<file path="src/rtl/cfg_req_packer.sv">
module cfg_req_packer #(
  parameter int   OFS_W     = 12,
  parameter logic [7:0] READ_TAG  = 8'h1D,
  parameter logic [7:0] WRITE_TAG = 8'h10
) (
  input  logic             clk,
  input  logic             rst_n,
  input  logic             req_valid,
  output logic             req_ready,
  input  logic             req_write,
  input  logic [7:0]       req_bus,
  input  logic [4:0]       req_dev,
  input  logic [2:0]       req_fn,
  input  logic [OFS_W-1:0] req_offset,
  input  logic [1:0]       req_size,
  input  logic [31:0]      req_wdata,
  input  logic [7:0]       root_bus,
  input  logic [7:0]       sec_bus,
  output logic             tx_valid,
  input  logic             tx_ready,
  output logic [31:0]      tx_data,
  output logic             tx_sop,
  output logic             tx_eop,
  output logic             done
);

  localparam logic [1:0] LAST = 2'd3;

  logic             busy;
  logic [1:0]       idx;
  logic             wr_q;
  logic [1:0]       size_q;
  logic [7:0]       bus_q, root_q, sec_q;
  logic [4:0]       dev_q;
  logic [2:0]       fn_q;
  logic [OFS_W-1:0] ofs_q;
  logic [31:0]      wdata_q;

  wire take = req_valid && !busy;

  always_ff @(posedge clk or negedge rst_n) begin
    if (!rst_n) begin
      busy <= 1'b0;
      idx  <= 2'd0;
    end else if (take) begin
      busy <= 1'b1;
      idx  <= 2'd0;
    end else if (busy && tx_ready) begin
      idx <= idx + 2'd1;
      if (idx == LAST) busy <= 1'b0;
    end
  end

  always_ff @(posedge clk) begin
    if (take) begin
      wr_q    <= req_write;
      size_q  <= req_size;
      bus_q   <= req_bus;
      dev_q   <= req_dev;
      fn_q    <= req_fn;
      ofs_q   <= req_offset;
      wdata_q <= req_wdata;
      root_q  <= root_bus;
      sec_q   <= sec_bus;
    end
  end

  logic [3:0]  be;
  logic [31:0] lane;
  logic [4:0]  sh;
  logic [15:0] ofs_ext;
  logic [7:0]  fmt;
  logic [31:0] w0, w1, w2, w3;

  assign sh = {ofs_q[1:0], 3'b000};

  always_comb begin
    case (size_q)
      2'd0:    be = 4'b0001 << ofs_q[1:0];
      2'd1:    be = 4'b0011 << ofs_q[1:0];
      default: be = 4'b1111;
    endcase
  end

  always_comb begin
    case (size_q)
      2'd0:    lane = {24'd0, wdata_q[7:0]} << sh;
      2'd1:    lane = {16'd0, wdata_q[15:0]} << sh;
      default: lane = wdata_q;
    endcase
  end

  assign ofs_ext = 16'(ofs_q) & 16'hFFFC;
  assign fmt     = {1'b0, wr_q, 5'b00010, (bus_q > sec_q)};

  assign w0 = {fmt, 14'd0, 10'd1};
  assign w1 = {root_q, 8'h00, (wr_q ? WRITE_TAG : READ_TAG), 4'h0, be};
  assign w2 = {bus_q, dev_q, fn_q, ofs_ext};
  assign w3 = wr_q ? lane : 32'd0;

  always_comb begin
    case (idx)
      2'd0:    tx_data = w0;
      2'd1:    tx_data = w1;
      2'd2:    tx_data = w2;
      default: tx_data = w3;
    endcase
  end

  assign req_ready = !busy;
  assign tx_valid  = busy;
  assign tx_sop    = busy && (idx == 2'd0);
  assign tx_eop    = busy && (idx == LAST);
  assign done      = busy && tx_ready && (idx == LAST);

endmodule

</file>
<file path="config.mk">
export PLATFORM = sky130hd
export DESIGN_NAME = cfg_req_packer
export DESIGN_NICKNAME = d
export VERILOG_FILES = /design/src/rtl/cfg_req_packer.sv
export SDC_FILE = /design/constraint.sdc
export NUM_CORES = 1
export LEC_CHECK = 0
export BUFFER_PORTS_ARGS = -buffer_cell sky130_fd_sc_hd__clkbuf_2
export CAP_MARGIN = 40
export CORE_ASPECT_RATIO = 0.7
export CORE_UTILIZATION = 25
export CTS_CLUSTER_DIAMETER = 40
export DETAILED_ROUTE_END_ITERATION = 10
export PLACE_DENSITY = 0.56
export SYNTH_ARGS = -nofsm -noshare
export SYNTH_HDL_FRONTEND = slang
export SYNTH_SLANG_ARGS = --single-unit
</file>
<file path="constraint.sdc">
create_clock -name clk -period 4.1 [get_ports clk]
set_input_delay 0.205 -clock clk [delete_from_list [all_inputs] [get_ports clk]]
set_output_delay 0.205 -clock clk [all_outputs]
set_load 0.05 [all_outputs]
</file>
==> flow_summary_export.csv <==
group,metric,value,unit
timing,worst_slew_pin_slew,0.7679,ns
clock_network,root_buffer,"clkbuf_16",
timing,max_freq,350.8,MHz
power,p_sw_share,43.33,%
clock_network,clkSinkCount,82,
power,seqPwrFrac,34.1,%
timing,post-route-min-period,2.851,ns
yosys,ys_ff_latch,82,
detailed_routing,drc,0,
yosys,synth_fp_nets,362,
yosys,ys_top_cells_by_area,"edfxtp_1 (66%), a22oi_1 (4.8%), a22o_1 (4.4%)",
critical_path,rrSetupSlack,2.41,ns
critical_path,endpoint_kind,"output pin",
timing,slew-limit-headroom,48.70,%
clock_network,cts_buffers,9,
power,ir_drop,0.3220,mV
grt,use_met1,20.38,%
critical_path,critPathLaunchType,"register",
yosys,yosysMostFrequentCell,"edfxtp_1",
clock_network,cts.clk_slew.worst_paths,0.07,ns
floorplanning,die_h,102.6,um
yosys,synth_edf_count,79,
grt,top_usage_layer,"met1",
critical_path,crit_fanout,11,
grt,grt-ovfl-total,0,
detailed_routing,avgRoutedWirePerCell,17.66,um
clock_network,cts_buffer_depth,2,
min_path,hp-class,"primary input to register",
timing,tns,0,ns
power,p_int,1.879,mW
yosys,synth_common_cells,"edfxtp_1 (79), o21ai_0 (27), a22oi_1 (23), nand2_1 (21), a22o_1 (18)",
yosys,synth_cells,267,
clock_network,clock_latency,0.35,ns
placed_design,dpl.cell_count,567,
finish,syn_to_final_growth,32.43,%
yosys,synth_top_cell_by_area,"edfxtp_1",
power,leakagePower,1.907,nW
detailed_routing,final_antenna_net_count,0,
floorplanning,io_pins,120,
detailed_routing,first_pass_iters,7,
yosys,yosys.area.top_type_share,65.63,%
critical_path,critical_path_class,"register to output pin",
detailed_routing,wl,10320,um
clock_network,cts_tree,"built",
timing,finalWorstSetupSlack,1.249,ns
power,netSwitchingPower,1.436,mW
clock_network,cts_resized,0,
grt,grt_max_degree,47,
grt,grt_usage,14.46,%
finish,final_cells,584,
yosys,avgSynthCellArea,13.54,um2
power,pwr_density_cell,692.5,nW/um2
flow_run,maxCapViolCount,0,
timing,rsz0062_at_grt,"false",
detailed_routing,drtIter0Drc,119,
critical_path,cp_data_arrival_time,2.65,ns
placed_design,numPortBuffers,119,
placed_design,place_hpwl,7752,um
detailed_routing,viasPerCell,4.531,
yosys,yosys_warnings,0,
floorplanning,die_area,14950,um2
timing,skew,0.008291,ns
detailed_routing,vias,2646,
power,finalPower,3.315,mW
timing,hold_slack,0.02940,ns
grt,use_met2,20.17,%
floorplanning,core,14010,um2
critical_path,critPathRequiredTime,3.89,ns
clock_network,htree_num_levels,3,
grt,grtUsageMet3,5.708,%
power,clkPwrFrac,25.1,%
floorplanning,row_count,36,
run_status,status,"complete, no violations",
floorplanning,fp.dieW,145.7,um
timing,finalSetupViolations,0,
clock_network,cts_setup_buffers,0,
timing,final.period_utilization,69.53,%
yosys,ys_seq_area_share,67.71,%
yosys,synth_ff_type,"edfxtp_1",
power,p_comb_share,40.8,%
timing,drv_slew,0,
yosys,synth_cell_types,31,
finish,diodes,0,
yosys,netlist_area,3615,um2
yosys,ys_async_sr_fraction,3.659,%
timing,hold_viol,0,
grt,antenna_found_initial,0,
grt,grt_pass1_wl,15520,um
finish,drive_gt1_share,36.55,%
placed_design,pre_cts_ws,1.582,ns
grt,grt_pass1_vias,2670,
finish,nNetsFinal,484,
placed_design,gp_congestion,0.7395,
floorplanning,start_util,25.80,%
[placed cells by master, fill, tap and decap left out, types with 2 or more instances in the layout]
cell type and count:
clkbuf_2 119, edfxtp_1 79, o21ai_0 27, a22oi_1 23, nand2_1 21, a22o_1 18
a21oi_1 13, inv_1 12, ha_1 12, nor2_1 10, clkbuf_16 9, nor2b_1 7
and2_1 4, a221o_1 3, dfrtp_1 3, nand2b_1 2, o22ai_1 2, nand4_1 2
mux2_2 2, mux2i_1 2, inv_6 2, clkinvlp_4 2, buf_16 2, buf_4 2
[layout make-up]
class	count	area [um2]
clock buffers	9	225.2
fillers	1402	9221
repair buffers	124	675.6
well taps	190	237.7
inverters	13	48.80
clock inverters	7	82.58
multi-input cells	159	1070
flip-flops and latches	82	2447
[per-layer routing]
layer / share of wire, % / vias up
met3: 7.9 / 10
met1: 50 / 1259
li1: - / 1281
met2: 41 / 96
met4: 1.1 / 0
met5: 0 / -
[per-stage QoR]
stage / cell area (um2) / util, %
6_report: 4787 / 34.17
3_5_place_dp: 4469 / 31.90
4_1_cts: 4787 / 34.17
3_3_place_gp: 4414 / 31.51
5_1_grt: 4787 / 34.17
2_1_floorplan: 3617 / -
[sequential cells by signal, indices dropped and copies added, names as in the netlist]
register,flops
ofs_q,12
size_q,2
sec_q,8
root_q,8
wr_q,1
idx,2
dev_q,5
wdata_q,32
fn_q,3
tx_valid,1
bus_q,8
[logic make-up (layout without fill, tap and decap cells)]
kind of cell,count (synthesis),after routing,share of synthesized area (%)
AOI/OAI and AO/OA,93,93,17.52
adders and majority gates,12,12,4.154
buffers and inverters,26,153,2.977
DFF,82,82,67.71
muxes,4,4,1.177
and+or+nand+nor,50,50,6.473
[worst max-delay path, cell delays in order (launching register included)]
cell and delay [ns]:
dfrtp_1 0.40, ha_1 0.43, and2_1 0.47, and2_1 0.45
a22oi_1 0.11, o21ai_0 0.12, clkbuf_2 0.31
[repair_timing]
| item | 4_1_cts | 5_1_grt |
|---|---|---|
| setup endpoints to repair | 0 | 0 |
| hold buffers | 1 | 0 |
| endpoints found under the hold margin | 3 | 0 |
[power groups by stage]
stage | clock [mW] | combinational, mW | sequential (mW)
floorplan | 0 | 0.968 | 1.14
global placement | 0 | 1.32 | 1.15
detailed placement | 0 | 1.36 | 1.15
CTS | 0.861 | 1.37 | 1.13
global route | 0.892 | 1.44 | 1.14
finish | 0.833 | 1.35 | 1.13
[worst paths after layout]
path,from,depth (start not counted),to
min reg2reg,idx[0]$_DFFE_PN0P_,2,idx[0]$_DFFE_PN0P_
max,idx[1]$_DFFE_PN0P_,6,tx_data[2]
min in group asynchronous,rst_n,2,tx_valid$_DFFE_PN0P_
max in group asynchronous,rst_n,2,idx[1]$_DFFE_PN0P_
min,req_wdata[28],1,wdata_q[28]$_DFFE_PP_
max reg2reg,tx_valid$_DFFE_PN0P_,3,dev_q[0]$_DFFE_PP_
Note: power is estimated with default switching activity, not from simulation.
